--- src/rtl/blk_xlate_pkg.sv ---
package blk_xlate_pkg;

  localparam int ADDR_W  = 32;
  localparam int TAG_HI  = 31;
  localparam int TAG_LO  = 28;
  localparam int MID_HI  = 27;
  localparam int MID_LO  = 17;
  localparam int MID_W   = MID_HI - MID_LO + 1;
  localparam int LEN_HI  = 12;
  localparam int LEN_LO  = 2;
  localparam int SUP_BIT = 1;
  localparam int USR_BIT = 0;

  typedef struct packed {
    logic [ADDR_W-1:0] upper;
    logic [ADDR_W-1:0] lower;
  } xl_entry_t;

  typedef struct packed {
    logic [ADDR_W-1:0] pa;
    logic              rd;
    logic              wr;
  } xl_res_t;

endpackage

--- src/rtl/blk_xlate_bank.sv ---
module blk_xlate_bank
  import blk_xlate_pkg::*;
#(
  parameter int N_ENTRY = 4
) (
  input  logic                       clk,
  input  logic                       rst_n,
  input  logic                       wr_en,
  input  logic [$clog2(N_ENTRY)-1:0] wr_idx,
  input  logic                       wr_lower,
  input  logic [ADDR_W-1:0]          wr_data,
  output xl_entry_t [N_ENTRY-1:0]    ents_o
);

  for (genvar i = 0; i < N_ENTRY; i++) begin : g_ent
    always_ff @(posedge clk or negedge rst_n) begin
      if (!rst_n) begin
        ents_o[i] <= '0;
      end else if (wr_en && (wr_idx == i[$clog2(N_ENTRY)-1:0])) begin
        if (wr_lower) ents_o[i].lower <= wr_data;
        else          ents_o[i].upper <= wr_data;
      end
    end
  end

endmodule

--- src/rtl/blk_xlate_cmp.sv ---
module blk_xlate_cmp
  import blk_xlate_pkg::*;
(
  input  xl_entry_t          ent_i,
  input  logic [ADDR_W-1:0]  ea_i,
  input  logic               user_i,
  output logic               match_o,
  output xl_res_t            res_o
);

  logic [MID_W-1:0] len_mask;
  logic             tag_ok;
  logic             mid_ok;
  logic             priv_ok;
  logic             unused_bits;

  assign len_mask = ent_i.upper[LEN_HI:LEN_LO];
  assign tag_ok   = ea_i[TAG_HI:TAG_LO] == ent_i.upper[TAG_HI:TAG_LO];
  assign mid_ok   = (ea_i[MID_HI:MID_LO] & ~len_mask) == ent_i.upper[MID_HI:MID_LO];
  assign priv_ok  = user_i ? ent_i.upper[USR_BIT] : ent_i.upper[SUP_BIT];
  assign match_o  = tag_ok && mid_ok && priv_ok;

  assign res_o.pa = {ent_i.lower[TAG_HI:TAG_LO],
                     (ea_i[MID_HI:MID_LO] & len_mask) | ent_i.lower[MID_HI:MID_LO],
                     ea_i[MID_LO-1:0]};
  assign res_o.rd = ent_i.lower[1] | ent_i.lower[0];
  assign res_o.wr = ent_i.lower[1];

  assign unused_bits = ^{ent_i.upper[MID_LO-1:LEN_HI+1], ent_i.lower[MID_LO-1:2]};

endmodule

--- src/rtl/blk_xlate_pick.sv ---
module blk_xlate_pick
  import blk_xlate_pkg::*;
#(
  parameter int N_ENTRY = 4
) (
  input  logic [N_ENTRY-1:0]     match_i,
  input  xl_res_t [N_ENTRY-1:0]  res_i,
  output logic                   any_o,
  output xl_res_t                res_o
);

  always_comb begin
    any_o = 1'b0;
    res_o = '0;
    for (int i = N_ENTRY - 1; i >= 0; i--) begin
      if (match_i[i]) begin
        any_o = 1'b1;
        res_o = res_i[i];
      end
    end
  end

endmodule

--- src/rtl/blk_xlate_unit.sv ---
module blk_xlate_unit
  import blk_xlate_pkg::*;
#(
  parameter int N_ENTRY = 4
) (
  input  logic                       clk,
  input  logic                       rst_n,
  input  logic                       cfg_we,
  input  logic                       cfg_fetch_set,
  input  logic [$clog2(N_ENTRY)-1:0] cfg_idx,
  input  logic                       cfg_lower,
  input  logic [31:0]                cfg_wdata,
  input  logic                       xlat_fetch_en,
  input  logic                       xlat_data_en,
  input  logic                       req_valid,
  input  logic                       req_fetch,
  input  logic                       req_write,
  input  logic                       req_user,
  input  logic [31:0]                req_ea,
  output logic                       rsp_hit,
  output logic [31:0]                rsp_pa,
  output logic                       rsp_rd_ok,
  output logic                       rsp_wr_ok,
  output logic                       rsp_prot_fault,
  output logic [31:0]                fault_addr
);

  localparam int N_SET = 2;

  xl_entry_t [N_ENTRY-1:0] set_ents [N_SET];
  xl_entry_t [N_ENTRY-1:0] act_ents;
  logic      [N_ENTRY-1:0] ent_match;
  xl_res_t   [N_ENTRY-1:0] ent_res;
  logic                    blk_hit;
  xl_res_t                 blk_res;
  logic                    pass_thru;
  logic                    miss;

  for (genvar s = 0; s < N_SET; s++) begin : g_set
    blk_xlate_bank #(.N_ENTRY(N_ENTRY)) u_bank (
      .clk      (clk),
      .rst_n    (rst_n),
      .wr_en    (cfg_we && (cfg_fetch_set == 1'(s))),
      .wr_idx   (cfg_idx),
      .wr_lower (cfg_lower),
      .wr_data  (cfg_wdata),
      .ents_o   (set_ents[s])
    );
  end

  assign act_ents = req_fetch ? set_ents[1] : set_ents[0];

  for (genvar i = 0; i < N_ENTRY; i++) begin : g_cmp
    blk_xlate_cmp u_cmp (
      .ent_i   (act_ents[i]),
      .ea_i    (req_ea),
      .user_i  (req_user),
      .match_o (ent_match[i]),
      .res_o   (ent_res[i])
    );
  end

  blk_xlate_pick #(.N_ENTRY(N_ENTRY)) u_pick (
    .match_i (ent_match),
    .res_i   (ent_res),
    .any_o   (blk_hit),
    .res_o   (blk_res)
  );

  assign pass_thru = !xlat_data_en || (req_fetch && !xlat_fetch_en);

  always_comb begin
    if (pass_thru) begin
      rsp_hit   = 1'b1;
      rsp_pa    = req_ea;
      rsp_rd_ok = 1'b1;
      rsp_wr_ok = 1'b1;
    end else begin
      rsp_hit   = blk_hit;
      rsp_pa    = blk_res.pa;
      rsp_rd_ok = blk_hit && blk_res.rd;
      rsp_wr_ok = blk_hit && blk_res.wr;
    end
  end

  assign rsp_prot_fault = req_valid && rsp_hit && (req_write ? !rsp_wr_ok : !rsp_rd_ok);
  assign miss           = req_valid && !rsp_hit;

  always_ff @(posedge clk or negedge rst_n) begin
    if (!rst_n)    fault_addr <= '0;
    else if (miss) fault_addr <= req_ea;
  end

endmodule

--- config.mk ---
export PLATFORM = sky130hd
export DESIGN_NAME = blk_xlate_unit
export DESIGN_NICKNAME = d
export VERILOG_FILES = /design/src/rtl/blk_xlate_pkg.sv /design/src/rtl/blk_xlate_bank.sv /design/src/rtl/blk_xlate_cmp.sv /design/src/rtl/blk_xlate_pick.sv /design/src/rtl/blk_xlate_unit.sv
export SDC_FILE = /design/constraint.sdc
export NUM_CORES = 1
export LEC_CHECK = 0
export BUFFER_PORTS_ARGS = -buffer_cell sky130_fd_sc_hd__buf_4
export CORE_ASPECT_RATIO = 0.7
export CORE_UTILIZATION = 65
export DETAILED_ROUTE_END_ITERATION = 8
export MAX_ROUTING_LAYER = met4
export PLACE_DENSITY = 0.88
export REMOVE_ABC_BUFFERS = 1
export SLEW_MARGIN = 20
export SYNTH_ARGS = -nofsm -noshare
export SYNTH_HDL_FRONTEND = slang
export SYNTH_SLANG_ARGS = --single-unit
--- constraint.sdc ---
create_clock -name clk -period 7.35 [get_ports clk]
set_input_delay 0.735 -clock clk [delete_from_list [all_inputs] [get_ports clk]]
set_output_delay 0.735 -clock clk [all_outputs]
set_load 0.05 [all_outputs]
==> impl_results.md, run 1 <==
* Antenna Violating Nets Remaining at 0
* Syn avg cell area at 12.4 um2
* Vias in the first global route at 14100
* Post-synth top area cell: dfrtp_1
* Hold Buf Count CTS at 0
* Routed length per instance at 27.5 um
* HP Class: input pin to asynchronous set/reset pin
* Clock latency on the worst-skew pair at 550 ps
* Area grow syn2layout at 13.5%
* Area contributors post-synth: dfrtp_1 (51%), mux2_2 (22%), o21ai_0 (2.9%), a21oi_1 (2.6%), a211oi_1 (2.4%)
* Clock sink total at 392
* PortBufs at 140
* Slew @ Worst Pin at 1120 ps
* DRT Wirelength at 56300 um
* Clock root buffer: clkbuf_16
* CTS max path bufs at 3
* Slew Viols, Final at 0
* CP Launch Type: input pin
* MaxCap Viol Count at 0
* Mapped Area at 19100 um2
* Leak Pwr at 0.00932 uW
* Synthesized flop and latch total at 392
* Top_reg_cell synth: dfrtp_1
* WP buf/inv at 4
* Power Dens Cells at 299 nW/um2
* Period Utilization, post-route at 78.3%
* Number of I/O pins at 145
* Delay-heaviest family, CP: compound AO/OA/AOI/OAI gates
* Skew final at 12.6 ps
* EDFF count, synth at 0
* Routed vias/inst at 6.93
* Slowest CP cell: a2111oi_2
* # rows at 52
* Area fraction of the dominant cell type after synthesis at 51.4%
* WS Path Type: input pin to output pin
* Die extent in x at 207 um
* Vias at 14200
* Detailed Place HPWL at 35100 um
* Worst Path Required at 6610 ps
* Placed Area at 20400 um2
* Global-route wire length before repair at 84700 um
* Post-synth ARST share at 100%
* Minimum clock period at 5750 ps
* Critical Path Max Stage Delay at 960 ps
* Core region area at 28900 um2
* Worst-path fanout max at 76
* Pre-CTS setup slack at 1720 ps
* RSZ-0062 raised after global routing: false
* CTS tree: yes
* Starting Density at 66.1%
* Largest net degree at the start of global routing at 180
* Die ar. at 30100 um2
* Post-Syn Instances at 1545
* Nets at 1719
* Initial antenna violation count at 1
* Failing checks: DRC
* Initial DRT Pass Iterations at 9
* GRT overflow at 0
* Layout cells sized above 1 at 38.5%
* Final instance area at 21700 um2
* CP Cell Sequence: buf_6 -> inv_1 -> o211ai_1 -> nand3_1 -> a2111oi_2 -> nand3_1 -> buf_4 -> a221oi_1 -> o221a_1 -> buf_4
* Slew Limit Headroom at 24.8%
* Final hold vios at 0
* Final worst-path setup slack at 1600 ps
* Cell variety after synth at 62
* GRT Util Overall at 39.0%
* Register area share after synthesis at 51.4%
* Crit path DAT at 5020 ps
* Nature of the critical path endpoint: output pin
* Post-CTS Setup Inserts at 0
* RePlAce Congestion at 0.969
* Post-CTS sizing at 0
* Final Util at 75.0%
* Cts bufs inserted at 38
* Fmax at 174 MHz
* # H-tree levels at 2
* Initial DRC Count at 1577
* Yosys warnings at 0
* Final setup viols at 0
* Final setup TNS at 0 ps
* Status: finished with violations
* Die Y-Extent at 145 um
* Clk slew on worst S/H paths at 70 ps
* Post-route DRC at 4
* Peak VDD IR at 0.181 mV
[cell families (layout without fill, tap and decap cells)]
| kind of cell | Yosys count | in the layout | share of synthesized area [%] |
|---|---|---|---|
| AO/OA/AOI/OAI | 356 | 356 | 12.0 |
| XOR/XNOR | 25 | 25 | 1.15 |
| buffers and inverters | 125 | 252 | 3.16 |
| flip-flops | 392 | 392 | 51.4 |
| multiplexers | 421 | 421 | 25.1 |
| other | 0 | 1 | 0 |
| AND/OR/NAND/NOR | 226 | 226 | 7.15 |
[layout make-up]
cell class                 instances  area (um2)
sequential                       392        9810
multi-input combinational       1028        8720
fill                            1853        7220
timing repair buffer             166        1320
clock buffer                      61        1210
tap                              378         473
clock inverter                     9        73.8
inverter                          16        60.1
antenna                            1        2.50
[metal layers]
layer	vias to the layer above	GRT usage (%)	part of all wire (%)	routed length, um
met5	-	-	0	0
met3	182	9.74	11	6160
li1	5910	-	-	-
met2	799	54.5	44	24900
met1	7329	54.9	41	22900
met4	0	15.5	4.1	2320
[path summary, 6_finish.rpt]
check                                         endpoint                        start  slack [ps]  cells past startpoint
hold reg to reg             g_set[0].u_bank.ents_o[64]   g_set[0].u_bank.ents_o[64]         500                      1
setup / recovery                        rsp_prot_fault                    req_fetch        1600                     10
hold / removal             g_set[0].u_bank.ents_o[186]                        rst_n         160                      1
max in group asynchronous  g_set[1].u_bank.ents_o[221]                        rst_n        5820                      2
setup reg to reg                        fault_addr[17]  g_set[1].u_bank.ents_o[126]        2860                      9
min in group clk                        fault_addr[16]                   req_ea[16]         430                      2
[flip-flops by register name (all words and copies together) (netlist names)]
signal               flops
g_set.u_bank.ents_o    360
fault_addr              32
[stage by stage]
stage                     hold slack [ps]  std cells  total power [uW]
after floorplan                       439       1436              3890
after global placement                482       1978              4340
after detailed placement              489       1979              4440
after CTS                             165       2049              6460
after global routing                  198       2051              6710
final                                 160       2051              6490
[cells in the final DEF, fill, tap and decap left out, drive strengths merged, types with 16 or more instances in the layout]
master / synthesis / routed
dfrtp: 392 / 392
mux2: 391 / 391
buf: 35 / 166
o21ai: 114 / 114
a21oi: 98 / 98
clkbuf: 74 / 61
a211oi: 60 / 60
nor3: 44 / 44
nand2b: 37 / 37
nor2: 30 / 30
mux2i: 29 / 29
nor3b: 27 / 27
a211o: 20 / 20
and2: 17 / 17
inv: 16 / 16
nand4: 16 / 16
[power by group]
| group | total (uW) | internal (uW) | switching (uW) | leakage (uW) |
|---|---|---|---|---|
| clock network | 2020 | 1170 | 854 | 0.000641 |
| registers | 3020 | 2650 | 373 | 0.00480 |
| logic | 1440 | 677 | 765 | 0.00389 |
| total | 6490 | 4500 | 1990 | 0.00932 |
[cells in the mapped netlist, drive strengths merged, types with 5 or more instances]
| master | count |
|---|---|
| a211o | 20 |
| o21ai | 114 |
| nor3 | 44 |
| nand4 | 16 |
| buf | 35 |
| nor2b | 8 |
| dfrtp | 392 |
| and2 | 17 |
| o211ai | 10 |
| nand3b | 15 |
| clkbuf | 74 |
| xnor2 | 12 |
| nor2 | 30 |
| a31oi | 13 |
| mux2 | 391 |
| a211oi | 60 |
| nand2 | 10 |
| nand2b | 37 |
| nand3 | 6 |
| xor2 | 13 |
| mux2i | 29 |
| o2111ai | 10 |
| a21oi | 98 |
| nor3b | 27 |
| inv | 16 |
| or3 | 5 |
No activity file was read; power rests on OpenSTA's default activity.
==> run 2, diff against run 1 <==
--- a/config.mk
+++ b/config.mk
@@ -5,12 +5,13 @@
 export SDC_FILE = /design/constraint.sdc
 export NUM_CORES = 1
 export LEC_CHECK = 0
+export ABC_AREA = 1
 export BUFFER_PORTS_ARGS = -buffer_cell sky130_fd_sc_hd__buf_4
 export CORE_ASPECT_RATIO = 0.7
-export CORE_UTILIZATION = 65
+export CORE_UTILIZATION = 55
 export DETAILED_ROUTE_END_ITERATION = 8
 export MAX_ROUTING_LAYER = met4
-export PLACE_DENSITY = 0.88
+export PLACE_DENSITY = 0.8
 export REMOVE_ABC_BUFFERS = 1
 export SLEW_MARGIN = 20
 export SYNTH_ARGS = -nofsm -noshare
==> constraint.sdc (replaced) <==
create_clock -name clk -period 5.25 [get_ports clk]
set_input_delay 0.525 -clock clk [delete_from_list [all_inputs] [get_ports clk]]
set_output_delay 0.525 -clock clk [all_outputs]
set_load 0.05 [all_outputs]
==> run 2 against run 1 <==
The run now ends clean. Setup slack got worse by 740 ps. Flip-flop and latch count unchanged. Sequential power grew 31%. Core utilization fell by 12 points. Critical path type unchanged. Largest power group unchanged. Clock skew increased by 9.2 ps. First-iteration DRC count up 42%. Worst hold slack got worse by 56 ps. Synthesized cell count is 66% higher. Non-clock buffer count is 11 higher.
==> impl_results.md, run 2 <==
* CP Cell Sequence: buf_6 -> inv_4 -> buf_12 -> buf_4 -> nand2_1 -> nand2_1 -> xor2_1 -> nor3_1 -> nand3b_1 -> nor2_1 -> nand2_1 -> nand3b_1 -> nor2_1 -> nor2_1 -> a21oi_1 -> buf_4
* Critical Path Max Stage Delay at 380 ps
* Yosys warnings at 0
* Leak Pwr at 0.0113 uW
* Crit. path cell count at 16
* Non-Filler Instances at 3116
* Post-synth ARST share at 100%
* Post-CTS Setup Inserts at 0
* PortBufs at 140
* Final hold vios at 0
* FF-to-FF setup slack at 1880 ps
* WP buf/inv at 5
* Sequential power share at 45.3%
* HP Class: input pin to asynchronous set/reset pin
* Minimum clock period at 4390 ps
* GRT overflow at 0
* RePlAce Congestion at 0.972
* Clock power frac at 32.7%
* Power Dens Cells at 396 nW/um2
* Top reg by flops: g_set.u_bank.ents_o
* Slew @ Worst Pin at 996 ps
* Pre-CTS setup slack at 973 ps
* Worst Path Required at 4720 ps
* GRT Util Overall at 33.9%
* Sw Pwr at 2770 uW
* Detailed Place HPWL at 37500 um
* Nature of the critical path endpoint: output pin
* Slowest CP cell: buf_6
* Routed vias/inst at 5.73
* Initial DRC Count at 2244
* Mapped Area at 19500 um2
* Most frequent cells after synthesis: nand2_1 (983), o21ai_0 (437), dfrtp_1 (392)
* Max reg flops at 360
* Final worst-path setup slack at 859 ps
* Layout cells sized above 1 at 10.3%
* Post-CTS sizing at 0
* Die ar. at 36200 um2
* Register area share after synthesis at 50.4%
* Die extent in x at 227 um
* Cts bufs inserted at 39
* MaxCap Viol Count at 0
* RSZ-0062 raised after global routing: false
* Status: completed
* Final setup TNS at 0 ps
* Initial DRT Pass Iterations at 6
* Slew Limit Headroom at 33.6%
* WS Path Type: input pin to output pin
* Hold Buf Count CTS at 0
* Clock root buffer: clkbuf_16
* Clk slew on worst S/H paths at 60 ps
* Area grow syn2layout at 13.3%
* Initial antenna violation count at 0
* Area contributors post-synth: dfrtp_1 (50%), nand2_1 (19%), o21ai_0 (11%), inv_1 (3.4%), nand3_1 (2.5%)
* Starting Density at 55.9%
* Clock latency on the worst-skew pair at 550 ps
* Post-synth top area cell: dfrtp_1
* Period Utilization, post-route at 83.6%
* Comb power frac at 22.0%
* Vias in the first global route at 16500
* Post-Syn Instances at 2561
* Final setup viols at 0
* Slew Viols, Final at 0
* Syn avg cell area at 7.60 um2
* DRT Wirelength at 58600 um
* Die Y-Extent at 159 um
* Fmax at 228 MHz
* Crit path capture: rsp_pa[21]
* Switching Share at 31.7%
* Ant diodes at 0
* Count leader, synth: nand2_1
* Internal power at 5960 uW
* CP Launch Point: req_fetch
* Top flop regs: g_set.u_bank.ents_o x360, fault_addr x32
* Delay-heaviest family, CP: simple AND/OR/NAND/NOR gates
* Most frequent cells in the layout: nand2_1 (975), o21ai_0 (437), dfrtp_1 (392), inv_1 (176), buf_4 (169)
* Synthesized flop and latch total at 392
* EDFF count, synth at 0
* Skew final at 21.8 ps
* FF-to-FF path depth at 15
* Core region area at 34800 um2
* Clock sink total at 392
* Number of I/O pins at 145
* Routed length per instance at 18.8 um
* Peak VDD IR at 0.250 mV
* Post-route DRC at 0
* Worst-path fanout max at 53
* Placed cell count at 3048
* Crit path DAT at 3870 ps
* Largest net degree at the start of global routing at 129
* CTS max path bufs at 3
* Commonest non-fill, non-tap cell in the layout: nand2_1
* # H-tree levels at 2
* Cell variety after synth at 40
* Antenna Violating Nets Remaining at 0
* Nets at 2694
* CP Launch Type: input pin
* Top_reg_cell synth: dfrtp_1
* R2R Path Start: g_set[0].u_bank.ents_o[36]
* CTS tree: yes
* Global-route wire length before repair at 91500 um
* Worst r2r dst: fault_addr[25]
* Area fraction of the dominant cell type after synthesis at 50.4%
* # rows at 57
* Vias at 17900
==> run 2: final cells by class <==
class | count | area (um2)
well taps | 472 | 591
clock buffers | 59 | 1200
clock inverters | 9 | 95.1
flip-flops and latches | 392 | 9810
multi-input cells | 1827 | 8270
inverters | 180 | 679
repair buffers | 177 | 1420
fillers | 3009 | 12700
==> run 2: cells by family (layout without fill, tap and decap cells) <==
group	Yosys count	count (layout)	share of synthesized area, %
muxes	9	9	0.463
buffers and inverters	342	425	7.34
DFF	392	392	50.4
and+or+nand+nor	1235	1235	25.3
AOI/OAI and AO/OA	570	570	15.9
xor gates and xnor gates	13	13	0.585
==> run 2: power groups by stage <==
stage	sequential [uW]	clock (uW)	combinational, uW
6_report	3960	2850	1920
3_5_place_dp	4000	0	1890
2_1_floorplan	4050	0	1140
3_3_place_gp	3960	0	1820
5_1_grt	4030	3010	2160
4_1_cts	3950	2880	1910
==> run 2: layer usage <==
metal  part of all wire [%]  up-vias  track usage, %  wire length (um)
met5                      0        -               -                 0
met4                    2.2        0            8.69              1320
met3                     11      113            6.24              6430
met2                     44      950            49.7             26000
met1                     42     8456            48.5             24800
li1                       -     8331               -                 -
==> run 2: through the flow <==
stage / instance area [um2] / hold slack (ps) / power (uW) / util, %
floorplan: 18700 / 229 / 5200 / -
global placement: 20800 / 458 / 5780 / 59.7
detailed placement: 20800 / 466 / 5890 / 59.7
CTS: 22100 / 153 / 8740 / 63.4
global route: 22100 / 191 / 9200 / 63.4
finish: 22100 / 104 / 8740 / 63.4
==> run 2: how the worst min path moves through the flow <==
stage / startpoint / end
global placement: g_set[0].u_bank.ents_o[58] / g_set[0].u_bank.ents_o[58]
finish: rst_n / g_set[0].u_bank.ents_o[23]
detailed placement: g_set[0].u_bank.ents_o[44] / g_set[0].u_bank.ents_o[44]
global route: rst_n / fault_addr[27]
CTS: rst_n / g_set[0].u_bank.ents_o[23]
floorplan: rst_n / fault_addr[0]
==> run 3, diff against run 2 <==
--- a/config.mk
+++ b/config.mk
@@ -5,13 +5,13 @@
 export SDC_FILE = /design/constraint.sdc
 export NUM_CORES = 1
 export LEC_CHECK = 0
-export ABC_AREA = 1
+export ABC_AREA = 0
 export BUFFER_PORTS_ARGS = -buffer_cell sky130_fd_sc_hd__buf_4
 export CORE_ASPECT_RATIO = 0.7
-export CORE_UTILIZATION = 55
+export CORE_UTILIZATION = 61
 export DETAILED_ROUTE_END_ITERATION = 8
 export MAX_ROUTING_LAYER = met4
-export PLACE_DENSITY = 0.8
+export PLACE_DENSITY = 0.84
 export REMOVE_ABC_BUFFERS = 1
 export SLEW_MARGIN = 20
 export SYNTH_ARGS = -nofsm -noshare
==> constraint.sdc (replaced) <==
create_clock -name clk -period 4.2 [get_ports clk]
set_input_delay 0.42 -clock clk [delete_from_list [all_inputs] [get_ports clk]]
set_output_delay 0.42 -clock clk [all_outputs]
set_load 0.05 [all_outputs]
==> run 3 against run 2 <==
Critical path depth fell by 7. Count of clock-buffer cells in the layout is 5 lower. Cell count shrank 33%. Sequential power increased by 33%. Critical path type is now flip-flop to output pin. Largest cell class unchanged.
==> impl_results.md, run 3 (same netlist as run 1, synthesis figures left out) <==
* Die extent in x at 213 um
* Core region area at 30400 um2
* Vias at 13900
* Detailed Place HPWL at 36500 um
* Clock sink total at 392
* Routed length per instance at 26.4 um
* # rows at 53
* Top flop regs: g_set.u_bank.ents_o x360, fault_addr x32
* Initial DRT Pass Iterations at 5
* Commonest non-fill, non-tap cell in the layout: dfrtp_1
* Placed cell count at 2041
* Clk slew on worst S/H paths at 60 ps
* Post-CTS Setup Inserts at 0
* Placed Area at 20700 um2
* Global-route wire length before repair at 84000 um
* Routed vias/inst at 6.63
* Peak VDD IR at 0.324 mV
* Status: completed
* CTS tree: yes
* # H-tree levels at 2
* Met2 usage at 53.8%
* Final setup viols at 0
* Period Utilization, post-route at 97.8%
* CP Launch Type: flip-flop
* PortBufs at 140
* Clock root buffer: clkbuf_16
* Die ar. at 32000 um2
* Final setup TNS at 0 ps
* Nets at 1747
* Slew Limit Headroom at 22.4%
* Die Y-Extent at 150 um
* Area grow syn2layout at 14.7%
* Clock latency on the worst-skew pair at 530 ps
* Layout cells sized above 1 at 39.3%
* Slew Viols, Final at 0
* Final hold vios at 0
* Crit path DAT at 3690 ps
* Worst Path Required at 3780 ps
* Initial DRC Count at 1458
* Antenna Violating Nets Remaining at 0
* Max reg flops at 360
* Starting Density at 62.8%
* Initial antenna violation count at 0
* Number of I/O pins at 145
* Worst-path fanout max at 6
* HP Class: input pin to flip-flop
* Vias in the first global route at 13800
* Post-route DRC at 0
* Met1 Resource Use GR at 50.8%
* Final instance area at 21900 um2
* Top reg by flops: g_set.u_bank.ents_o
* GRT Util Overall at 36.6%
* Non-Filler Instances at 2103
* CTS max path bufs at 3
* Most frequent cells in the layout: dfrtp_1 (392), mux2_2 (369), buf_4 (181), o21ai_0 (111), a21oi_1 (98)
* Leak Pwr at 0.00942 uW
* Skew final at 18.7 ps
* RePlAce Congestion at 0.938
* DRT Wirelength at 55500 um
* Largest net degree at the start of global routing at 114
* Cts bufs inserted at 37
* GRT overflow at 0
* FF-to-FF path depth at 10
* MaxCap Viol Count at 0
* Nature of the critical path endpoint: output pin
* Minimum clock period at 4110 ps
* Ant diodes at 0
* GR peak layer: met2
* Fillers at 2085
* Fmax at 243 MHz
* GR Util met3 at 8.94%
* Power Dens Cells at 506 nW/um2
* Slew @ Worst Pin at 1160 ps
* WS Path Type: flip-flop to output pin
* Hold path cells at 2
* RSZ-0062 raised after global routing: false
-- run 3: cell types whose count changed in the layout (fill, tap and decap cells not counted), sizes merged, moves of 27 or more --
cell	change
nand2	-977
nor2	-68
nor3	+31
nor3b	+27
a211oi	+58
o21ai	-344
inv	-163
nand3	-91
nand2b	+37
a21oi	+74
mux2	+391
-- run 3: through the flow --
| step | hold WS (ps) | utilization, % | worst slack (ps) | total power (uW) |
|---|---|---|---|---|
| after floorplan | 124 | - | 279 | 6800 |
| after global placement | 482 | 68.1 | 344 | 7650 |
| after detailed placement | 488 | 68.1 | 268 | 7810 |
| after CTS | 119 | 71.9 | 107 | 11100 |
| after global routing | 120 | 72.1 | 24.2 | 11500 |
| final | 130 | 72.1 | 92.2 | 11100 |
-- run 3: path summary, 6_finish.rpt --
kind / from / slack (ps) / endpoint
max: g_set[1].u_bank.ents_o[167] / 90 / rsp_pa[29]
min: req_ea[5] / 130 / fault_addr[5]
max reg2reg: g_set[1].u_bank.ents_o[167] / 850 / fault_addr[17]
min reg2reg: g_set[0].u_bank.ents_o[64] / 500 / g_set[0].u_bank.ents_o[64]
max in group asynchronous: rst_n / 2570 / g_set[1].u_bank.ents_o[57]
min in group asynchronous: rst_n / 550 / g_set[0].u_bank.ents_o[107]
-- run 3: layout make-up --
type                       instances  area, um2  area share [%]
sequential                       392       9810            44.8
multi-input combinational       1028       8730            39.9
timing repair buffer             195       1620            7.42
clock buffer                      54       1090            4.98
tap                              412        515            2.36
inverter                          16       60.1           0.274
clock inverter                     6       57.6           0.263
-- run 3: repair_timing --
item,4_1_cts,5_1_grt
gates resized for setup,0,1
endpoints found under the hold margin,5,0
hold buffers,1,0
endpoints found under the setup margin,0,1
-- run 3: worst max-delay path, stage by stage, from the launching register on --
cell and delay (ps):
dfrtp_1 430, nand2b_1 180, a222oi_1 570, nand4_1 230, a2111oi_4 410, nand2_1 320, nor2b_1 390, a21oi_1 150
o21ai_0 240, buf_4 240
-- run 3: power by group --
part,switching [uW],internal (uW),total [uW]
logic,1340,1210,2540
registers,628,4640,5270
clock network,1410,1850,3260
-- run 3: per-layer routing --
layer	up-vias	share of wire (%)
li1	5980	-
met3	128	10
met4	0	2.7
met5	-	0
met2	707	45
met1	7119	42
